==> src/rtl/phy_bringup_pkg.sv <==
package phy_bringup_pkg;

    typedef enum logic [3:0] {
        S_IDLE,
        S_RST_WR,
        S_RST_RD,
        S_RST_GAP,
        S_ADV_WR,
        S_ANEG_WR,
        S_ANEG_RD,
        S_ANEG_GAP,
        S_STAT_RD,
        S_FINISH
    } seq_state_t;

    typedef enum logic [1:0] {
        ERR_NONE     = 2'd0,
        ERR_RST_TMO  = 2'd1,
        ERR_ANEG_TMO = 2'd2
    } seq_err_t;

    localparam logic [4:0]  REG_CTRL        = 5'd0;
    localparam logic [4:0]  REG_STAT        = 5'd1;
    localparam logic [4:0]  REG_ADV         = 5'd4;
    localparam logic [15:0] CTRL_RESET_WORD = 16'h8000;
    localparam logic [15:0] ADV_WORD        = 16'h01E1;
    localparam logic [15:0] ANEG_GO_WORD    = 16'h1200;

    localparam int CTRL_RESET_BIT = 15;
    localparam int STAT_DONE_BIT  = 5;
    localparam int STAT_F100_BIT  = 14;
    localparam int STAT_H100_BIT  = 13;
    localparam int STAT_F10_BIT   = 12;

    typedef struct packed {
        logic        write;
        logic [4:0]  reg_addr;
        logic [15:0] wdata;
    } mgmt_cmd_t;

    typedef struct packed {
        logic speed_100;
        logic full_duplex;
    } link_mode_t;

    function automatic link_mode_t decode_status(input logic [15:0] w);
        link_mode_t m;
        m.speed_100   = w[STAT_F100_BIT] | w[STAT_H100_BIT];
        m.full_duplex = w[STAT_F100_BIT] | w[STAT_F10_BIT];
        return m;
    endfunction

    function automatic logic is_txn_state(input seq_state_t s);
        return (s == S_RST_WR) || (s == S_RST_RD) || (s == S_ADV_WR) ||
               (s == S_ANEG_WR) || (s == S_ANEG_RD) || (s == S_STAT_RD);
    endfunction

endpackage

==> src/rtl/pbs_wait_timer.sv <==
module pbs_wait_timer #(
    parameter int GAP = 4
) (
    input  logic clk,
    input  logic rst,
    input  logic load,
    output logic expired
);
    localparam int CW = (GAP < 1) ? 1 : $clog2(GAP + 1);
    localparam logic [CW-1:0] LOAD_VAL = CW'(GAP);

    logic [CW-1:0] cnt;

    always_ff @(posedge clk) begin
        if (rst) begin
            cnt <= '0;
        end else if (load) begin
            cnt <= LOAD_VAL;
        end else if (cnt != '0) begin
            cnt <= cnt - 1'b1;
        end
    end

    assign expired = (cnt == '0);
endmodule

==> src/rtl/pbs_try_counter.sv <==
module pbs_try_counter #(
    parameter int LIMIT = 10
) (
    input  logic clk,
    input  logic rst,
    input  logic clr,
    input  logic inc,
    output logic final_try
);
    localparam int CW = $clog2(LIMIT + 1);
    localparam logic [CW-1:0] LAST = CW'(LIMIT - 1);

    logic [CW-1:0] fails;

    always_ff @(posedge clk) begin
        if (rst || clr) begin
            fails <= '0;
        end else if (inc && (fails != LAST)) begin
            fails <= fails + 1'b1;
        end
    end

    // The read in flight is the last one allowed.
    assign final_try = (fails == LAST);
endmodule

==> src/rtl/pbs_cmd_gen.sv <==
module pbs_cmd_gen
    import phy_bringup_pkg::*;
(
    input  seq_state_t state,
    output mgmt_cmd_t  cmd
);
    always_comb begin
        cmd = '{write: 1'b0, reg_addr: REG_CTRL, wdata: 16'h0000};
        unique case (state)
            S_RST_WR:  cmd = '{write: 1'b1, reg_addr: REG_CTRL, wdata: CTRL_RESET_WORD};
            S_RST_RD:  cmd = '{write: 1'b0, reg_addr: REG_CTRL, wdata: 16'h0000};
            S_ADV_WR:  cmd = '{write: 1'b1, reg_addr: REG_ADV,  wdata: ADV_WORD};
            S_ANEG_WR: cmd = '{write: 1'b1, reg_addr: REG_CTRL, wdata: ANEG_GO_WORD};
            S_ANEG_RD: cmd = '{write: 1'b0, reg_addr: REG_STAT, wdata: 16'h0000};
            S_STAT_RD: cmd = '{write: 1'b0, reg_addr: REG_STAT, wdata: 16'h0000};
            default:   cmd = '{write: 1'b0, reg_addr: REG_CTRL, wdata: 16'h0000};
        endcase
    end
endmodule

==> src/rtl/phy_bringup_seq.sv <==
module phy_bringup_seq
    import phy_bringup_pkg::*;
#(
    parameter int         POLL_GAP    = 4,
    parameter int         RESET_TRIES = 10,
    parameter int         ANEG_TRIES  = 100,
    parameter logic [4:0] PHY_ADDR    = 5'd1
) (
    input  logic        clk,
    input  logic        rst,
    input  logic        start,
    output logic        done,
    output logic [1:0]  err_code,
    output logic        speed_100,
    output logic        full_duplex,
    output logic        mdio_req,
    output logic        mdio_write,
    output logic [4:0]  mdio_phy_addr,
    output logic [4:0]  mdio_reg_addr,
    output logic [15:0] mdio_wdata,
    input  logic        mdio_ack,
    input  logic [15:0] mdio_rdata
);
    seq_state_t state, state_nx;
    seq_err_t   err_q, err_nx;
    link_mode_t mode_q, mode_nx;
    mgmt_cmd_t  cmd;
    logic       issued;
    logic       got;
    logic       in_txn;
    logic       tmr_load, tmr_expired;
    logic       rst_clr, rst_inc, rst_final;
    logic       an_clr, an_inc, an_final;

    pbs_cmd_gen u_cmd (
        .state (state),
        .cmd   (cmd)
    );

    pbs_wait_timer #(.GAP(POLL_GAP)) u_gap (
        .clk     (clk),
        .rst     (rst),
        .load    (tmr_load),
        .expired (tmr_expired)
    );

    pbs_try_counter #(.LIMIT(RESET_TRIES)) u_rst_tries (
        .clk       (clk),
        .rst       (rst),
        .clr       (rst_clr),
        .inc       (rst_inc),
        .final_try (rst_final)
    );

    pbs_try_counter #(.LIMIT(ANEG_TRIES)) u_an_tries (
        .clk       (clk),
        .rst       (rst),
        .clr       (an_clr),
        .inc       (an_inc),
        .final_try (an_final)
    );

    assign in_txn = is_txn_state(state);
    assign got    = in_txn && issued && mdio_ack;

    always_comb begin
        state_nx = state;
        err_nx   = err_q;
        mode_nx  = mode_q;
        tmr_load = 1'b0;
        rst_clr  = 1'b0;
        rst_inc  = 1'b0;
        an_clr   = 1'b0;
        an_inc   = 1'b0;
        unique case (state)
            S_IDLE: begin
                if (start) begin
                    state_nx = S_RST_WR;
                    err_nx   = ERR_NONE;
                    mode_nx  = '0;
                    rst_clr  = 1'b1;
                    an_clr   = 1'b1;
                end
            end
            S_RST_WR: if (got) state_nx = S_RST_RD;
            S_RST_RD: begin
                if (got) begin
                    if (!mdio_rdata[CTRL_RESET_BIT]) begin
                        state_nx = S_ADV_WR;
                    end else if (rst_final) begin
                        state_nx = S_FINISH;
                        err_nx   = ERR_RST_TMO;
                    end else begin
                        state_nx = S_RST_GAP;
                        rst_inc  = 1'b1;
                        tmr_load = 1'b1;
                    end
                end
            end
            S_RST_GAP:  if (tmr_expired) state_nx = S_RST_RD;
            S_ADV_WR:   if (got) state_nx = S_ANEG_WR;
            S_ANEG_WR:  if (got) state_nx = S_ANEG_RD;
            S_ANEG_RD: begin
                if (got) begin
                    if (mdio_rdata[STAT_DONE_BIT]) begin
                        state_nx = S_STAT_RD;
                    end else if (an_final) begin
                        state_nx = S_FINISH;
                        err_nx   = ERR_ANEG_TMO;
                    end else begin
                        state_nx = S_ANEG_GAP;
                        an_inc   = 1'b1;
                        tmr_load = 1'b1;
                    end
                end
            end
            S_ANEG_GAP: if (tmr_expired) state_nx = S_ANEG_RD;
            S_STAT_RD: begin
                if (got) begin
                    state_nx = S_FINISH;
                    mode_nx  = decode_status(mdio_rdata);
                end
            end
            S_FINISH: state_nx = S_IDLE;
            default:  state_nx = S_IDLE;
        endcase
    end

    always_ff @(posedge clk) begin
        if (rst) begin
            state  <= S_IDLE;
            err_q  <= ERR_NONE;
            mode_q <= '0;
            issued <= 1'b0;
        end else begin
            state  <= state_nx;
            err_q  <= err_nx;
            mode_q <= mode_nx;
            if (state_nx != state) begin
                issued <= 1'b0;
            end else if (mdio_req) begin
                issued <= 1'b1;
            end
        end
    end

    assign mdio_req      = in_txn && !issued;
    assign mdio_write    = cmd.write;
    assign mdio_reg_addr = cmd.reg_addr;
    assign mdio_wdata    = cmd.wdata;
    assign mdio_phy_addr = PHY_ADDR;
    assign done          = (state == S_FINISH);
    assign err_code      = err_q;
    assign speed_100     = mode_q.speed_100;
    assign full_duplex   = mode_q.full_duplex;
endmodule

==> config.mk <==
export PLATFORM = sky130hd
export DESIGN_NAME = phy_bringup_seq
export DESIGN_NICKNAME = d
export VERILOG_FILES = /design/src/rtl/phy_bringup_pkg.sv /design/src/rtl/pbs_wait_timer.sv /design/src/rtl/pbs_try_counter.sv /design/src/rtl/pbs_cmd_gen.sv /design/src/rtl/phy_bringup_seq.sv
export SDC_FILE = /design/constraint.sdc
export NUM_CORES = 1
export LEC_CHECK = 0
export ABC_AREA = 1
export BUFFER_PORTS_ARGS = -buffer_cell sky130_fd_sc_hd__buf_2
export CELL_PAD_IN_SITES_DETAIL_PLACEMENT = 0
export CELL_PAD_IN_SITES_GLOBAL_PLACEMENT = 2
export CORE_UTILIZATION = 26
export CTS_CLUSTER_DIAMETER = 60
export DETAILED_ROUTE_END_ITERATION = 10
export PLACE_DENSITY = 0.87
export SYNTH_ARGS = -nofsm -noshare
export SYNTH_HDL_FRONTEND = slang
export SYNTH_SLANG_ARGS = --single-unit
==> constraint.sdc <==
create_clock -name clk -period 2.4 [get_ports clk]
set_clock_uncertainty 0.1 [all_clocks]
set_input_delay 0.12 -clock clk [delete_from_list [all_inputs] [get_ports clk]]
set_output_delay 0.12 -clock clk [all_outputs]
set_load 0.1 [all_outputs]
* Word level (Yosys, flattened, before mapping)
Cells that the tools add are included.
** Word-level totals
- Flip-flop bits (word level) :: 23
- Bits of input ports :: 20
- Output and inout bits :: 33
- Word-level logic and storage cells :: 97
** Operators by class
- $add $sub $neg :: 3
- Eq/ne operators :: 22
- Mux-type cells :: 38
- Bitwise operators :: 2
- Reductions and logical operators :: 23
** Operator list (number)
- $pmux 22 s4 :: 1
- $mux 4 :: 13
- $pmux 4 s9 :: 1
- $eq 4x3->1 const B :: 4
- $mux 2 :: 8
- $ne 2x2->1 const B :: 8
- $eq 4x4->1 const B :: 3
- $mux 1 :: 10
- $eq 4x2->1 const B :: 2
- $reduce_and 8->1 :: 1
- $add 7x1->7 const B :: 1
- $eq 7x7->1 const B :: 1
- $ne 7x7->1 const B :: 1
- $logic_or 1x1->1 :: 6
- $mux 3 :: 2
- $pmux 2 s3 :: 1
- $reduce_bool 3->1 :: 2
- $reduce_or 2->1 :: 3
- $logic_and 1x1->1 :: 5
- $add 4x1->4 const B :: 1
- $eq 4x1->1 const B :: 1
- $logic_not 4->1 :: 1
- $ne 4x4->1 :: 1
- $ne 4x4->1 const B :: 1
- other kinds (8) :: 10

* Logic depth before layout (Yosys ltp)
Gate-level depths: netlist (run 1).
- Word-level depth :: 12
- Depth in mapped cells :: 12
- Gate-level depth less buffers :: 12

* Cells and area by module
Synthesis (run 1) repeated with hierarchy kept, for this count alone.
** Second synthesis, totals
- Cells, all modules :: 287
- Area total of the unflattened synthesis :: 1844.3 um^2
** By module, submodules not included
- phy_bringup_seq :: instances 1, cells an instance 133, area an instance 809.5 um^2, sequential area each 180.2 um^2
- pbs_try_counter at u_an_tries :: instances 1, cells an instance 61, area an instance 430.4 um^2, sequential area each 140.1 um^2
- pbs_try_counter at u_rst_tries :: instances 1, cells an instance 31, area an instance 216.5 um^2, sequential area each 80.1 um^2
- pbs_cmd_gen :: instances 1, cells an instance 36, area an instance 212.7 um^2, sequential area each 0.0 um^2
- pbs_wait_timer :: instances 1, cells an instance 26, area an instance 175.2 um^2, sequential area each 60.1 um^2

* Worst setup path after synthesis (run 1)
Ideal clock, no wire load.
- Kind :: reg-to-reg
- Start :: register state[3]
- End :: register err_q[0] (netlist: err_code[0])
- Library setup time :: 0.117 ns
- Arrival :: 2.768 ns
- Data required time :: 2.183 ns
- Setup slack :: -0.585 ns
- Stages on the path, launching flop included :: 13
- Path buffers :: 0
- Period minus slack after synthesis :: 2.985 ns
- Path through :: dfxtp_1 > inv_2 > nand2_2 > nor2_1 > nor2_1 > nand2_1 > nand2_1 > nand2_1 > nand3_1 > nor2_1 > nand2_1 > nand2_1 > nor2_1
** Between the ends
- Cells in the longest elaborated chain, start to end :: 10
- Elaborated cells between the ends (all ways) :: 24
- Classes of those cells :: eq/ne (13); mux (1); reduce/logical (10)
** Ends and longest elaborated chain
- from (decl) :: line phy_bringup_seq.sv:24 : seq_state_t state, state_nx;
- from (signal assigned) :: line phy_bringup_seq.sv:136 : state <= state_nx;
- $eq 4x1->1 / $eq 4x2->1 (equally long branches) :: line phy_bringup_pkg.sv:54, phy_bringup_seq.sv:75
- $logic_or 1x1->1 (3 in series) :: line phy_bringup_pkg.sv:54 : return (s == S_RST_WR) || (s == S_RST_RD) || (s == S_ADV_WR) ||
- $logic_or 1x1->1 (2 in series) :: line phy_bringup_pkg.sv:55 : (s == S_ANEG_WR) || (s == S_ANEG_RD) || (s == S_STAT_RD);
- $logic_and 1x1->1 (2 in series) :: line phy_bringup_seq.sv:64 : assign got = in_txn && issued && mdio_ack;
- $ne 2x2->1 (no line)
- $reduce_and 8->1 (no line)
- to (signal assigned) :: line phy_bringup_seq.sv:137 : err_q <= err_nx;
- to (decl) :: line phy_bringup_seq.sv:25 : seq_err_t err_q, err_nx;
Parallel ways exist; a longest one is shown, timed or not.
A chain may end at the register's enable or synchronous reset.

* Final worst setup path (run 1)
- Start :: register state[3]
- End :: output mdio_reg_addr[0]
** Between the ends
- Cells in the longest elaborated chain, start to end :: 3
- Elaborated cells between the ends (all ways) :: 7
- Classes of those cells :: eq/ne (5); mux (1); reduce/logical (1)
** Ends and longest elaborated chain
- $eq 4x3->1 / $eq 4x4->1 (equally long branches) :: line pbs_cmd_gen.sv:9 : unique case (state)
- $reduce_or 2->1 (no line)
- $pmux 22 s4 * :: line pbs_cmd_gen.sv:9
- to (decl) :: line phy_bringup_seq.sv:19 : output logic [4:0] mdio_reg_addr,
Mark *: on every way between the ends. The rest lies on a longest branch, timed or not.

==> impl.org, run 1 <==
** Run status
- Result of the run :: completed

** Finish
- Core Util, Final :: 29.86%
- Antenna Diode Count :: 0
- Fill cell instance count of the final layout :: 683
- Net count of the finished layout :: 291
- P&R area growth vs syn :: 10.22%
- In the final layout, the share of cells above drive strength 1 is 17.36%.

** Place
- After legalization and detailed placement, the total HPWL measured 2815 microns.
- Routability congestion estimate from global placement :: 0.8193
- Port-buffer cells :: 25
- Before CTS, the worst setup slack after placement is 497.2 ps.

** Synth
- Each instance of the synthesized netlist takes up on average 6.574 sq um.
- Area share of and/or/nand/nor cells after synthesis :: 33.07%
- Synthesized instance count :: 244
- Post-synthesis compound-gate area fraction :: 13.42%
- Share of the yosys chip area belonging to registers :: 28.71%
- Unique cell type count in the Yosys netlist :: 29
- After synthesis, the largest family of logic cells by area is simple AND/OR/NAND/NOR gates.
- The synthesized netlist devotes 2.184% of its cell area to XOR and XNOR gates.
- The synthesized netlist devotes 3.900% of its cell area to adder and majority cells.
- Multiplexer share of the synthesized area :: 0%
- In this run the cell area of the synthesized design comes to 1604 sq um.
- After synthesis the netlist holds a flip-flop and latch count of 23.
- During synthesis, Yosys emitted a total of 0 warnings.

** Floorplanning
- Die span in x :: 80.55 microns
- Initial cell density of the core :: 27.09%
- Row generation in the floorplan step produced 28 rows.
- Core outline area :: 5921 sq um
- Height of the die :: 80.55 microns
- For this design the top-level I/O count stands at 53.
- The die covers 6488 sq um.

** Setup path
- Together, buffers and inverters on the worst path number 3.
- STA classifies the critical path endpoint as an output port.
- At the worst endpoint, the required time is 2180 ps.
- Largest delay share family, worst path :: buffers and inverters
- Data on the critical path arrives at its endpoint at 1750 ps.
- The worst setup path is launched from a flip-flop.
- CP cell instances :: inv_2, nand2_2, nor2_4, inv_1, nand2_1, buf_2
- Library cell contributing the largest single delay on the critical path :: sky130_fd_sc_hd__buf_2
- Delay of the slowest critical-path stage :: 420 ps
- The worst register-to-register path has a setup slack of 500 ps.
- Of all nets on the critical path, the largest fanout is 7.
- The critical path is of the reg2out type.

** CTS
- Clock tree from TritonCTS :: done
- Clock network latency to the later pin of the worst-skew pair :: 270 ps
- CTS built an H-tree with a depth of 1.
- Post-CTS repair changed the size of 0 cells.
- Setup fix buffers added after clock tree synthesis :: 0
- The longest clock path from root to sink contains 2 buffers.
- Number of sinks on the clock net :: 23
- Num CTS Buffers :: 3
- The root buffer cell chosen for the clock tree is sky130_fd_sc_hd__clkbuf_8.
- Clock-pin slew was measured on the worst setup and hold paths at 90 ps.

** STA
- Final count of hold timing violations :: 0
- Max-slew violation count :: 0
- RSZ-0062 raised after global routing :: false
- Peak clock frequency supported by timing :: 0.5070 GHz
- Post-route worst setup slack :: 427.5 ps
- After layout, the worst path uses 82.19% of the clock period.
- Setup total negative slack on the finished layout was measured at 0 ps.
- Number of endpoints failing setup at the final stage :: 0
- Final critical-path required period :: 1973 ps
- Hold_ws :: 50.60 ps

** Pwr
- Static leakage :: 0.8735 nW
- Across the VDD grid, the largest voltage drop is 307.7 uV.
- Total power for the finished layout comes to 1.156 mW.
- Dividing total power by cell area gives a power density of 653.9 nW/um^2.

** Detailed routing
- Dividing the detail-routed wire length by the instance count gives 10.36 microns.
- The detailed router placed 1487 vias in this run.
- Final Routed Wirelength :: 3521 microns
- The first detailed-routing pass took 4 iterations.
- After detailed routing, the number of remaining DRC violations is 0.
- ANT nets after route :: 0
- The detailed router finished its first iteration with 55 violations.
- Number of vias per cell :: 4.374

** Global route
- The total overflow left after global routing is 0.
- Global routing consumed, over all layers together, 11.52% of the routing resources.
- The number of antenna violations at the first check in global routing is 0.
- Pin count of the biggest net entering global routing :: 13
- The via count of the first global-routing pass came to 1311.
- The first global-routing pass estimated 5837 microns of wire.

** Run
- Max Cap Viol :: 0

** Hold path
- The worst hold path belongs to the class in2reg.
-- cell families (layout without fill, tap and decap cells) --
group / after synthesis / in the layout
xor gates and xnor gates: 4 / 4
other: 2 / 16
and+or+nand+nor: 115 / 115
DFF: 23 / 23
adders and majority gates: 5 / 5
AOI/OAI and AO/OA: 40 / 40
buffers and inverters: 55 / 62
-- per-stage QoR --
stage                     std cells  instance area (sq um)
after global placement          335                   1713
after floorplan                 258                   1667
final                           340                   1768
after detailed placement        335                   1713
after global routing            340                   1768
after CTS                       340                   1768
-- tightest hold or removal path, stage by stage --
cell and delay, ps:
sky130_fd_sc_hd__buf_2 70, sky130_fd_sc_hd__o21ai_0 60, sky130_fd_sc_hd__a21oi_1 130
-- synthesized netlist by cell type, drive strengths merged --
cell type / n / area, sq um
a31oi: 1 / 6.260
conb: 2 / 7.510
or2: 2 / 12.52
dfxtp: 23 / 460.4
xor2: 4 / 35.03
ha: 5 / 62.56
and3: 1 / 6.260
o211a: 1 / 10.01
nor2: 33 / 165.2
inv: 32 / 120.1
buf: 23 / 172.7
o211ai: 2 / 15.01
o21bai: 1 / 7.510
a21oi: 18 / 90.09
nor3: 4 / 20.02
nand3: 15 / 85.08
nand4: 2 / 12.51
nand2: 57 / 221.5
nor3b: 1 / 7.510
o22ai: 1 / 6.260
o21ai: 16 / 80.08
-- area by class of cell --
| type | instances | area (sq um) | share of cell area (%) |
|---|---|---|---|
| multi-input combinational | 180 | 913.4 | 51.66 |
| sequential | 23 | 460.4 | 26.04 |
| timing repair buffer | 26 | 135.1 | 7.643 |
| inverter | 32 | 120.1 | 6.794 |
| tap | 75 | 93.84 | 5.308 |
| clock buffer | 4 | 45.04 | 2.548 |
-- report_power, final --
| group | total (mW) | internal (mW) | switching (mW) | leakage (nW) |
|---|---|---|---|---|
| Clock | 0.251 | 0.119 | 0.132 | 0.0228 |
| Sequential | 0.441 | 0.419 | 0.0225 | 0.187 |
| Combinational | 0.464 | 0.101 | 0.363 | 0.664 |
| Total | 1.16 | 0.639 | 0.517 | 0.873 |
-- registers in the layout, summed over array words and instances (netlist names) --
register and flops:
u_an_tries.fails 7, u_gap.cnt 3, err_code 2, issued 1, speed_100 1, state 4
full_duplex 1, u_rst_tries.fails 4
-- final timing paths --
check / startpoint / endpoint / cells past startpoint
max: state[3] / mdio_reg_addr[0] / 6
min: mdio_rdata[13] / speed_100 / 3
max reg2reg: state[1] / u_an_tries.fails[2] / 9
min reg2reg: u_gap.cnt[1] / u_gap.cnt[1] / 2
-- cell usage in the layout, fill, tap and decap left out, drive strengths merged, types with 4 or more instances in the layout --
cell    count
nand2      57
nor2       33
inv        32
buf        25
dfxtp      23
a21oi      18
conb       16
o21ai      16
nand3      15
ha          5
nor3        4
xor2        4
clkbuf      4
-- layer usage --
layer	track usage (%)	wire length, microns	vias to the layer above
met5	0	0	-
met1	13.86	1626	660
li1	-	-	782
met2	20.17	1673	39
met4	3.036	56	0
met3	2.841	165	6
-- what timing repair did --
item                       CTS  global route
hold endpoints to repair     3             0
hold buffers                 1             0
setup endpoints to repair    0             0
No activity file was read; power rests on OpenSTA's default activity.
==> run 2, diff against run 1 <==
==> constraint.sdc (replaced) <==
create_clock -name clk -period 1.9 [get_ports clk]
set_clock_uncertainty 0.1 [all_clocks]
set_input_delay 0.095 -clock clk [delete_from_list [all_inputs] [get_ports clk]]
set_output_delay 0.095 -clock clk [all_outputs]
set_load 0.1 [all_outputs]
==> impl.org, run 2 (synthesized netlist as in run 1, its figures left out) <==
** Run status
- Result of the run :: completed

** Setup path
- Category of the most critical setup path :: reg2out
- Data arrival time of the critical path :: 1590 ps (-160 ps)
- The worst setup path is launched from a flip-flop.
- The worst setup path is captured at an output port.
- Req. time, crit path :: 1700 ps (-480 ps)
- Maximum fanout along the worst path :: 7 (unchanged)

** STA
- RSZ-0062 raised after global routing :: false
- Number of endpoints failing setup at the final stage :: 0 (unchanged)
- Counting I/O delays and the setup requirement, the final critical path takes 1782 ps.
- Dividing the final minimum period by the clock period gives 93.78%.
- Peak clock frequency supported by timing :: 0.5612 GHz
- The max-slew violation count came to 0 (unchanged).
- Final count of hold timing violations :: 0 (unchanged)
- The hold slack came to 38.24 ps (-12.36 ps).

** Global route
- The number of antenna violations at the first check in global routing came to 0 (unchanged).
- The largest net degree at the start of global routing came to 13 (unchanged).
- Overall overflow remaining after global route :: 0 (unchanged)
- Wire length of the first global-routing pass :: 5913 microns (+1.3%)
- GR Util All Layers :: 11.61% (+0.090 points)
- The via count of the first global-routing pass is 1327 (+1.2%).

** Finish
- Leaving out fill and tap cells, the most frequent cell in the layout is sky130_fd_sc_hd__nand2_1.
- Fraction of final layout cells sized beyond drive strength 1 :: 25.19% (+7.8 points)
- Net count of the finished layout :: 296 (+1.7%)
- In the layout the commonest cells are sky130_fd_sc_hd__nand2_1, sky130_fd_sc_hd__inv_1, sky130_fd_sc_hd__buf_2.
- The register with the most flip-flops in the final layout is u_an_tries.fails.
- P&R area growth vs syn :: 17.24%
- Antenna Diode Count :: 0 (unchanged)
- The number of flip-flops under the largest register name was 7 (unchanged).
- Post-Layout Cell Count :: 345 (+1.5%)
- Top Registers :: u_an_tries.fails: 7 flops, state: 4 flops, u_rst_tries.fails: 4 flops

** Detailed routing
- The average via count per standard cell came to 4.261 (-2.6%).
- Vias after detailed routing :: 1470 (-1.1%)
- The final routed DRC violation total came to 0 (unchanged).
- Violation count after the first detailed-routing iteration :: 63 (+15%)
- The total iterations of the first detailed-routing run was 4 (unchanged).
- ANT nets after route :: 0 (unchanged)
- Final Routed Wirelength :: 3511 microns (-0.28%)
- Average wire length per cell after detail routing :: 10.18 microns (-1.7%)

** Place
- The placer congestion estimate is 0.8224 (+0.38%).
- The number of buffers inserted by port buffering came to 25 (unchanged).
- Post-placement cell count :: 339 (+1.2%)
- The post-detailed-placement half-perimeter wirelength is 2846 microns (+1.1%).

** Pwr
- The register share of total power came to 37.5% (-0.7 points).
- The switching portion of total power came to 44.39% (-0.37 points).
- The internal power consumption was 0.8288 mW (+30%).
- The highest ir drop seen on vdd was 350.3 uV (+14%).
- The part of the power in the clock network was 20.7% (-1.0 points).
- The post-layout total power is 1.490 mW (+29%).
- NetSw :: 0.6614 mW (+28%)
- Static leakage :: 0.9088 nW (+4.0%)
- Proportion of power drawn by combinational gates :: 41.8% (+1.7 points)
- The cell area power density was 792.4 nW/um^2 (+21%).

** CTS
- Number of sinks on the clock net :: 23 (unchanged)
- TritonCTS built the clock tree.
- Root buffer cell :: sky130_fd_sc_hd__clkbuf_8
- CTS max path bufs :: 2 (unchanged)
- Clock network latency to the later pin of the worst-skew pair :: 260 ps (about the same)
- The CTS H-tree depth is 1 (unchanged).
- Num CTS Buffers :: 3 (unchanged)
- Clock-pin slew on the worst setup and hold paths :: 80 ps (about the same)

** Floorplanning
- The width of the die was 80.55 microns (unchanged).
- The die span in y was 80.55 microns (unchanged).
- The full die area is 6488 sq um (unchanged).
- The initial core utilization is 27.09% (unchanged).
- The I/O pin count came to 53 (unchanged).
- Number of standard-cell rows in the floorplan :: 28 (unchanged)
- The floorplan core area came to 5921 sq um (unchanged).

** Hold path
- The path class of the tightest hold or removal check is in2reg.

** Run
- The max-capacitance violation count was 0 (unchanged).
## run 2: area by class of cell
cell class | count | area [sq um]
clock buffers | 4 | 45.04
multi-input cells | 180 | 955.9
repair buffers | 31 | 187.7
well taps | 75 | 93.84
flip-flops and latches | 23 | 470.5
inverters | 32 | 127.6
fillers | 659 | 4040
## run 2: timing repair
action	in CTS	in global routing
endpoints found under the hold margin	3	0
gates resized for setup	0	6
hold buffers	1	0
setup buffers	0	1
endpoints found under the setup margin	0	5
## run 2: worst paths after layout
path	startpoint	end	slack [ps]	cells after the start
max	state[3]	mdio_reg_addr[0]	120	6
min	mdio_rdata[13]	speed_100	40	3
max reg2reg	state[2]	u_gap.cnt[1]	190	10
min reg2reg	u_gap.cnt[1]	u_gap.cnt[1]	370	2
## run 2: worst max-delay path, stage by stage, from the launching register on
cell	delay (ps)
sky130_fd_sc_hd__dfxtp_4	380
sky130_fd_sc_hd__inv_6	90
sky130_fd_sc_hd__nand2_4	80
sky130_fd_sc_hd__nor2_4	160
sky130_fd_sc_hd__inv_1	120
sky130_fd_sc_hd__nand2_1	70
sky130_fd_sc_hd__buf_2	420
## run 2: power by group through the flow
| stage | combinational [mW] | sequential [mW] | clock [mW] |
|---|---|---|---|
| CTS | 0.611 | 0.559 | 0.319 |
| finish | 0.623 | 0.559 | 0.308 |
| global route | 0.680 | 0.566 | 0.337 |
| detailed placement | 0.609 | 0.570 | 0 |
| global placement | 0.604 | 0.569 | 0 |
| floorplan | 0.467 | 0.634 | 0 |
## run 2: metal layers
metal	routed length (microns)	vias to the layer above	GRT usage (%)
met2	1638	25	20.68
met5	0	-	0
met3	108	6	2.500
li1	-	790	-
met4	63	0	2.679
met1	1700	649	14.04
## run 2: metrics by stage
step                util, %  TNS, ps  cell area (sq um)  setup WS (ps)
detailed placement    30.33        0               1795          150.1
finish                31.76        0               1881          118.1
floorplan                 -   -135.7               1704         -83.47
global placement      30.33        0               1795          142.1
CTS                   31.26        0               1851          114.7
global route          31.76        0               1881          4.948
